## src/rtl/mlvd_pkg.sv

```systemverilog
package mlvd_pkg;

    localparam int NCODE = 3;
    localparam int NBM   = 1 << NCODE;

    typedef struct packed {
        logic valid;
        logic first;
    } step_tag_t;

    // Code word emitted when input u leaves state st (u is register bit 0).
    function automatic logic [NCODE-1:0] branch_code(input int unsigned st,
                                                      input logic u,
                                                      input int unsigned g0,
                                                      input int unsigned g1,
                                                      input int unsigned g2);
        int unsigned r;
        r = (st << 1) | (u ? 32'd1 : 32'd0);
        return {^(r & g2), ^(r & g1), ^(r & g0)};
    endfunction

endpackage

```

## src/rtl/mlvd_butterfly.sv

```systemverilog
module mlvd_butterfly #(
    parameter int BMW = 5,
    parameter int PMW = 8
) (
    input  logic [PMW-1:0] pm_i,
    input  logic [PMW-1:0] pm_j,
    input  logic [BMW-1:0] bm_a,
    input  logic [BMW-1:0] bm_b,
    output logic [PMW-1:0] pm_p,
    output logic [PMW-1:0] pm_q,
    output logic           dec_p,
    output logic           dec_q
);
    // Symmetric code: BM(i,p)=BM(j,q)=bm_a and BM(i,q)=BM(j,p)=bm_b.
    logic [PMW:0] s_ip, s_jp, s_iq, s_jq, sel_p, sel_q;

    always_comb begin
        s_ip  = {1'b0, pm_i} + (PMW+1)'(bm_a);
        s_jp  = {1'b0, pm_j} + (PMW+1)'(bm_b);
        s_iq  = {1'b0, pm_i} + (PMW+1)'(bm_b);
        s_jq  = {1'b0, pm_j} + (PMW+1)'(bm_a);
        dec_p = s_jp < s_ip;
        dec_q = s_jq < s_iq;
        sel_p = dec_p ? s_jp : s_ip;
        sel_q = dec_q ? s_jq : s_iq;
        pm_p  = sel_p[PMW] ? '1 : sel_p[PMW-1:0];
        pm_q  = sel_q[PMW] ? '1 : sel_q[PMW-1:0];
    end

endmodule

```

## src/rtl/mlvd_acs_bank.sv

```systemverilog
module mlvd_acs_bank
    import mlvd_pkg::*;
#(
    parameter int K   = 3,
    parameter int BMW = 5,
    parameter int PMW = 8,
    parameter int L   = 15,
    parameter int G0  = 5,
    parameter int G1  = 7,
    parameter int G2  = 7
) (
    input  logic                         clk,
    input  logic                         rst,
    input  logic                         step,
    input  logic [NBM*BMW-1:0]           bm_flat,
    output logic [(1<<(K-1))*PMW-1:0]    pm_flat,
    output logic [(1<<(K-1))-1:0]        dec,
    output step_tag_t                    tag
);
    localparam int M  = K - 1;
    localparam int S  = 1 << M;
    localparam int NB = S / 2;
    localparam int CW = $clog2(L);
    localparam logic [PMW-1:0] PM_BIG = {1'b1, {(PMW-1){1'b0}}};

    logic [BMW-1:0] bm      [NBM];
    logic [PMW-1:0] pm_q    [S];
    logic [PMW-1:0] pm_old  [S];
    logic [PMW-1:0] pm_raw  [S];
    logic [PMW-1:0] pm_norm [S];
    logic [PMW-1:0] pm_min;
    logic [S-1:0]   dec_w;
    logic [CW-1:0]  cnt;
    logic           first_now;

    assign first_now = (cnt == '0);

    for (genvar c = 0; c < NBM; c++) begin : g_bm
        assign bm[c] = bm_flat[c*BMW +: BMW];
    end

    always_comb begin
        for (int s = 0; s < S; s++)
            pm_old[s] = first_now ? ((s == 0) ? '0 : PM_BIG) : pm_q[s];
    end

    for (genvar x = 0; x < NB; x++) begin : g_bf
        localparam logic [NCODE-1:0] CA = branch_code(x, 1'b0, G0, G1, G2);
        localparam logic [NCODE-1:0] CB = branch_code(x, 1'b1, G0, G1, G2);
        mlvd_butterfly #(.BMW(BMW), .PMW(PMW)) u_bf (
            .pm_i (pm_old[x]),
            .pm_j (pm_old[x+NB]),
            .bm_a (bm[CA]),
            .bm_b (bm[CB]),
            .pm_p (pm_raw[2*x]),
            .pm_q (pm_raw[2*x+1]),
            .dec_p(dec_w[2*x]),
            .dec_q(dec_w[2*x+1])
        );
    end

    always_comb begin
        pm_min = pm_raw[0];
        for (int s = 1; s < S; s++)
            if (pm_raw[s] < pm_min) pm_min = pm_raw[s];
        for (int s = 0; s < S; s++)
            pm_norm[s] = pm_raw[s] - pm_min;
    end

    always_ff @(posedge clk) begin
        if (rst) begin
            cnt <= '0;
            tag <= '0;
            dec <= '0;
            for (int s = 0; s < S; s++) pm_q[s] <= '0;
        end else begin
            tag.valid <= step;
            tag.first <= step & first_now;
            if (step) begin
                cnt <= (int'(cnt) == L - 1) ? '0 : cnt + 1'b1;
                dec <= dec_w;
                for (int s = 0; s < S; s++) pm_q[s] <= pm_norm[s];
            end
        end
    end

    for (genvar s = 0; s < S; s++) begin : g_pm_out
        assign pm_flat[s*PMW +: PMW] = pm_q[s];
    end

    // Checks
    logic any_zero;
    always_comb begin
        any_zero = 1'b0;
        for (int s = 0; s < S; s++)
            if (pm_q[s] == '0) any_zero = 1'b1;
    end

    p_norm_zero_r3: assert property (@(posedge clk) disable iff (rst)
        tag.valid |-> any_zero);

    p_blk_count_r8: assert property (@(posedge clk) disable iff (rst)
        int'(cnt) < L);

endmodule

```

## src/rtl/mlvd_tracker.sv

```systemverilog
module mlvd_tracker
    import mlvd_pkg::*;
#(
    parameter int K   = 3,
    parameter int PMW = 8
) (
    input  logic                      clk,
    input  logic                      rst,
    input  step_tag_t                 tag,
    input  logic [(1<<(K-1))-1:0]     dec,
    input  logic [(1<<(K-1))*PMW-1:0] pm_flat,
    output logic                      out_valid,
    output logic                      out_bit,
    output logic                      out_first
);
    localparam int M  = K - 1;
    localparam int WW = (M > 1) ? $clog2(M) : 1;

    logic [M-1:0]   ptr_raw, ptr_nxt, cur, p_eff, ia, ib;
    logic [WW-1:0]  wpos;
    logic [PMW-1:0] pm_a, pm_b;
    logic           names_a, names_b, u;

    // Logical state: bit 0 is the most recently written bit.
    always_comb begin
        for (int k = 0; k < M; k++) begin
            int t;
            t = int'(wpos) + M - 1 - k;
            if (t >= M) t = t - M;
            cur[k] = ptr_raw[t];
        end
    end

    always_comb begin
        p_eff   = tag.first ? '0 : cur;
        ia      = {p_eff[M-2:0], 1'b0};
        ib      = {p_eff[M-2:0], 1'b1};
        pm_a    = pm_flat[ia*PMW +: PMW];
        pm_b    = pm_flat[ib*PMW +: PMW];
        names_a = (dec[ia] == p_eff[M-1]);
        names_b = (dec[ib] == p_eff[M-1]);
        u       = (names_a ^ names_b) ? names_b : (pm_b < pm_a);
        ptr_nxt = tag.first ? '0 : ptr_raw;
        ptr_nxt[wpos] = u;
    end

    always_ff @(posedge clk) begin
        if (rst) begin
            ptr_raw   <= '0;
            wpos      <= '0;
            out_valid <= 1'b0;
            out_bit   <= 1'b0;
            out_first <= 1'b0;
        end else begin
            out_valid <= tag.valid;
            out_first <= tag.valid & tag.first;
            if (tag.valid) begin
                out_bit <= u;
                ptr_raw <= ptr_nxt;
                wpos    <= (int'(wpos) == M - 1) ? '0 : wpos + 1'b1;
            end
        end
    end

    p_first_valid_r8: assert property (@(posedge clk) disable iff (rst)
        out_first |-> out_valid);

    p_block_ptr_r4: assert property (@(posedge clk) disable iff (rst)
        (tag.valid && tag.first) |=> (cur[M-1:1] == '0));

    p_ptr_shift_r6: assert property (@(posedge clk) disable iff (rst)
        (tag.valid && !tag.first) |=> (cur[M-1:1] == $past(cur[M-2:0])));

endmodule

```

## src/rtl/mlvd_core.sv

```systemverilog
module mlvd_core
    import mlvd_pkg::*;
#(
    parameter int K   = 3,
    parameter int BMW = 5,
    parameter int PMW = 8,
    parameter int L   = 5 * K,
    parameter int G0  = 5,
    parameter int G1  = 7,
    parameter int G2  = 7
) (
    input  logic               clk,
    input  logic               rst,
    input  logic               in_valid,
    output logic               in_ready,
    input  logic [NBM*BMW-1:0] in_bm,
    output logic               out_valid,
    output logic               out_bit,
    output logic               out_first
);
    localparam int S = 1 << (K - 1);

    logic [S*PMW-1:0] pm_flat;
    logic [S-1:0]     dec;
    step_tag_t        tag;
    logic             in_fire;

    assign in_ready = ~rst;
    assign in_fire  = in_valid & in_ready;

    mlvd_acs_bank #(
        .K(K), .BMW(BMW), .PMW(PMW), .L(L), .G0(G0), .G1(G1), .G2(G2)
    ) u_acs (
        .clk    (clk),
        .rst    (rst),
        .step   (in_fire),
        .bm_flat(in_bm),
        .pm_flat(pm_flat),
        .dec    (dec),
        .tag    (tag)
    );

    mlvd_tracker #(.K(K), .PMW(PMW)) u_trk (
        .clk      (clk),
        .rst      (rst),
        .tag      (tag),
        .dec      (dec),
        .pm_flat  (pm_flat),
        .out_valid(out_valid),
        .out_bit  (out_bit),
        .out_first(out_first)
    );

    p_latency_r7: assert property (@(posedge clk) disable iff (rst)
        in_fire |-> ##2 out_valid);

    p_quiet_r7: assert property (@(posedge clk) disable iff (rst)
        !in_fire |-> ##2 !out_valid);

endmodule

```

## config.mk

```make
export PLATFORM = sky130hd
export DESIGN_NAME = mlvd_core
export DESIGN_NICKNAME = d
export VERILOG_FILES = /design/src/rtl/mlvd_pkg.sv /design/src/rtl/mlvd_butterfly.sv /design/src/rtl/mlvd_acs_bank.sv /design/src/rtl/mlvd_tracker.sv /design/src/rtl/mlvd_core.sv
export SDC_FILE = /design/constraint.sdc
export NUM_CORES = 1
export LEC_CHECK = 0
export BUFFER_PORTS_ARGS = -buffer_cell sky130_fd_sc_hd__buf_2
export CAP_MARGIN = 40
export CELL_PAD_IN_SITES_DETAIL_PLACEMENT = 0
export CELL_PAD_IN_SITES_GLOBAL_PLACEMENT = 2
export CORE_AREA = 2 2 150 152
export CTS_BUF_LIST = sky130_fd_sc_hd__clkbuf_8 sky130_fd_sc_hd__clkbuf_16
export DETAILED_ROUTE_END_ITERATION = 16
export DIE_AREA = 0 0 152 154
export PLACE_DENSITY_LB_ADDON = 0.1
export RECOVER_POWER = 25
export SYNTH_ARGS = -nofsm -noshare
export SYNTH_HDL_FRONTEND = slang
export SYNTH_SLANG_ARGS = --single-unit
export TNS_END_PERCENT = 20
```

## constraint.sdc

```tcl
create_clock -name clk -period 16 [get_ports clk]
set_input_delay 0.8 -clock clk [delete_from_list [all_inputs] [get_ports clk]]
set_output_delay 0.8 -clock clk [all_outputs]
set_load 0.02 [all_outputs]
```

======== Word-level counts from Yosys, hierarchy flattened ========
Memories as Yosys holds them, arrays and structs flattened.
Index checks and enable logic that the tools add are counted.
storage, ports and cells
  register bits ........................... 16
  bits in writable memories ............... 32
  bits of input ports ..................... 43
  output and inout port bits .............. 4
  memories ................................ 1
cells by class
  add/subtract/negate cells ............... 19
  $lt $le $gt $ge ......................... 16
  eq/ne operators ......................... 3
  shift operators ......................... 2
  mux-type cells .......................... 44
  bitwise gates (word level) .............. 9
  reductions and logical operators ........ 2
memory list
  memory      words  width  rd ports  clocked after Yosys merged registers in  write ports  line                 source
  u_acs.pm_q  4      8      4         0                                        4            mlvd_acs_bank.sv:27  logic [PMW-1:0] pm_q [S];
operators by type and width
  operator                                               number
  2-to-1 mux 8 bit                                       15
  adder 8 x 5 -> 9 bit                                   8
  >= comparator 32 x 3 -> 1 bit (second input constant)  2
  < comparator 32 x 3 -> 1 bit (second input constant)   2
  2-to-1 mux 32 bit                                      2
  variable part select 32 x 6 -> 8 bit                   2
  subtractor 32 x 3 -> 32 bit (second input constant)    2
  < comparator 9 bit                                     4
  2-to-1 mux 9 bit                                       4
  < comparator 8 bit                                     4
  subtractor 32 x 2 -> 32 bit (second input constant)    1
  subtractor 8 bit                                       4
  2-to-1 mux 1 bit                                       18
  < comparator 2 x 3 -> 1 bit (second input constant)    2
  adder 4 x 1 -> 4 bit (second input constant)           1
  equality test 4 x 2 -> 1 bit (second input constant)   1
  logical NOT 4 bit                                      1
  2-to-1 mux 2 bit                                       2
  2-to-1 mux 4 bit                                       1
  bitwise OR 1 bit                                       4
  subtractor 3 x 1 -> 4 bit (second input constant)      1
  adder 1 x 2 -> 3 bit (second input constant)           1
  bitwise AND 1 bit                                      3
  bitwise mux 2 bit                                      1
  8 further kinds                                        9

======== Depth between registers and ports, before layout ========
  depth in word-level cells ............... 15
  mapped depth ............................ 65
  mapped depth without buffers ............ 56

======== Cells and area by module ========
A second synthesis with hierarchy kept.
unflattened totals
  cell total of the unflattened synthesis .. 1037
  area, all modules ....................... 8564.5 um2
modules (own cells, without submodules)
  module          times used  cells each  area each (um2)  sequential area each (um2)
  mlvd_acs_bank   1           494         4220.3           1161.1
  mlvd_butterfly  2           230         1793.0           0.0
  mlvd_tracker    1           81          748.2            120.1
  mlvd_core       1           2           10.0             0.0

======== Worst setup path before layout ========
No wires, ideal clock.
  path kind ............................... reg2reg
  start ................................... register u_acs.cnt[3]
  end ..................................... memory u_acs.pm_q[3][7], data pin
  library setup time ...................... 266 ps
  data arrival time ....................... 12007 ps
  required time ........................... 15734 ps
  slack ................................... 3727 ps
  cell stages (with the launch flop) ...... 56
  buffers on the path ..................... 9
  cell sequence ........................... dfxtp_1 > buf_2 > or4_4 > buf_2 > buf_2 > buf_1 > clkbuf_1 > clkbuf_1 > and2_1 > ha_1 > ha_1 > a21o_1 > maj3_1 > a21oi_1 > nor3_1 > and2_1 > o21ai_0 > xor2_1 > [20 not listed] > buf_6 > clkbuf_1 > mux2i_1 > inv_1 > ha_1 > nand4_1 > or2_2 > a211oi_1 > a31oi_4 > buf_2 > mux2i_1 > ha_1 > a31oi_1 > nand2_1 > a311o_1 > a31o_1 > xor2_1 > nor2_1
RTL lines
  what                    line                 source
  from (decl)             mlvd_acs_bank.sv:33  logic [CW-1:0] cnt;
  from (signal assigned)  mlvd_acs_bank.sv:80  cnt <= (int'(cnt) == L - 1) ? '0 : cnt + 1'b1;
  to (decl)               mlvd_acs_bank.sv:27

==> metrics.txt <==
CTS tree=built; fmax=70.6 MHz; fin area=0.00870 mm²; WL final=27,200 µm; Die X=152 µm; chip height=154 µm; setup TNS=0 ns; vias=7,494; Worst EP required=16.02 ns; net count after synthesis=1,192; Bufs on Longest Clock Path=2; Tightest Pin Transition=1.58 ns; RSZ-0062 raised after global routing=false; final worst path period share=88.5%; YS warnings=0; Iter 0 DRT Violations=528; Post-CTS Setup Inserts=0; largest net degree at the start of global routing=59; Slew HR=-5.30%; status=complete, but fails checks; core area=0.0217 mm²; Yosys reg bits=48; routability cong.=0.850; CTS buffer count=5; Ports=47; Finish-stage setup viols=0; CP top delay family=compound AO/OA/AOI/OAI gates; commonest cells after routing, fill and taps aside=ha_1, a21oi_1, nor2_1; failing checks=capacitance limit, slew limit; max incr delay on CP=0.86 ns; Buf/Inv on CP=1; vias in the first global route=7,096; Register-to-Register Setup Slack=1.84 ns; placed cell count=1,298; Synth Flop Type=edfxtp_1; starting density of the core=37.8%; register area share after synthesis=15.6%; # DRC=0; remaining global-route overflow=0; nets@finish=1,190; DR vias/cell=5.74; most common cell after layout, fill and taps aside=ha_1; area of the die=0.0234 mm²; Max-Cap Viols=1; hold buffer count at CTS=0; Mapped Cells=1,027; CP Capture Type=register; Fin Clk Skew=0.00904 ns; min Tclk post-route=14.16 ns; Hold/Removal Path Class=register to register; wire per inst=20.8 µm; layout cells sized above 1=7.21%; CTS-repair resized insts=0; EDFF count, synth=32; initial antenna violation count=0; detailed-placement wirelength estimate=22,400 µm; number of library cell types mapped by synthesis=89; data arrival time of the worst path=14.19 ns; synthesis-to-layout area growth=6.17%; n_diodes=0; CP Class=register to register; CP Launch Type=register; Non-Filler Instances=1,306; IO buf count=26; Final Max Tran Viols=32; Max FO, Critical Path=58; first-pass GRT wire length=41,900 µm; DP Area=0.00853 mm²; Worst-path clk slew=0.07 ns; Fin. Hold Viols=0; CP max-delay cell=or4_4; Root Buffer=clkbuf_16; clk_lat worst skew=0.30 ns; H-Tree Depth=2; First-pass DRT Iterations=5; antenna viol nets, final=0; Async S/R FF share, synth=0%; Mapped Avg Cell Area=7.98 µm²; row count=54; post-synthesis cell area=0.00820 mm²; clock sink count=48; gr usage total=22.8%
-- layout make-up --
cell class                      instances  area (µm²)
Clock buffer                            6         150
Clock inverter                          2        33.8
Fill cell                            2325       13000
Inverter                               60         225
Multi-Input combinational cell        879        6500
Sequential cell                        48        1280
Tap cell                              280         350
Timing Repair Buffer                   31         158
-- logic make-up (layout without fill, tap and decap cells) --
family                     after synthesis  in the layout  share of synthesized area [%]
adders and majority gates              128            128                           19.7
xor gates and xnor gates                77             77                           8.23
buffers and inverters                  100             99                           5.05
and+or+nand+nor                        326            326                           20.3
AOI/OAI and AO/OA                      309            309                           25.8
DFF                                     48             48                           15.6
muxes                                   39             39                           5.25
-- metal layers --
layer	track usage [%]	part of all wire (%)
met4	2.98	0.99
met3	1.55	3.4
met5	0	0
met1	35.0	53
met2	35.8	43
-- worst min-delay path, stage by stage, from the launching register on --
cell	delay, ns
dfxtp_1	0.32
nand2_1	0.05
o21ai_0	0.07
-- flip-flops by register name, summed over array words and instances (netlist names) --
| register | count |
|---|---|
| u_trk.wpos | 1 |
| u_acs.tag | 2 |
| u_trk.out_first | 1 |
| u_acs.cnt | 4 |
| u_acs.dec | 4 |
| u_trk.out_bit | 1 |
| u_trk.out_valid | 1 |
| u_trk.ptr_raw | 2 |
| u_acs.pm_q | 32 |
-- final timing paths --
kind | start | end | cells after the start
min | u_acs.dec[0] | u_acs.dec[0] | 2
max | u_acs.cnt[0] | u_acs.pm_q[1][7] | 48
max reg2reg | u_acs.cnt[0] | u_acs.pm_q[1][7] | 48
min reg2reg | u_acs.dec[0] | u_acs.dec[0] | 2
-- cell usage after synthesis (all sizes together), types with 4 or more instances --
library cell	count	area [µm²]
maj3	6	61.3
and2	33	206
nor2b	7	43.8
a41oi	4	35.0
buf	16	98.8
o211ai	10	75.1
and3	16	100
a211oi	12	90.1
xor2	26	228
a21o	27	203
or4	6	48.8
or3	7	43.8
o31ai	4	48.8
a21oi	97	497
nand2b	15	93.8
a31o	4	35.0
o22ai	4	31.3
o2111ai	5	43.8
fa	4	80.1
edfxtp	32	961
clkbuf	24	90.1
o221ai	5	50.0
o21ai	55	279
a2bb2oi	4	35.0
nand3	16	85.1
o2111a	4	45.0
a31oi	8	65.1
nor4	6	52.6
mux2	12	135
xnor2	51	447
nor3b	5	37.5
nand4	11	68.8
nor3	23	120
a22o	5	43.8
nand2	71	267
mux2i	27	295
or2	6	37.5
o21bai	9	67.6
a211o	10	87.6
nor2	93	349
dfxtp	16	320
o21a	10	75.1
ha	118	1480
inv	60	225
-- per-stage QoR --
stage	hold WS, ns	utilization, %	setup slack, ns
finish	0.473	40.1	1.84
global route	0.504	40.1	0.883
CTS	0.472	40.2	1.86
detailed placement	0.453	39.3	1.91
global placement	0.445	39.3	1.92
floorplan	0.424	-	3.73
Power is left out: the tool's default activity adds up to more than one toggle a clock period on the data nets, which glitch-free logic cannot reach.
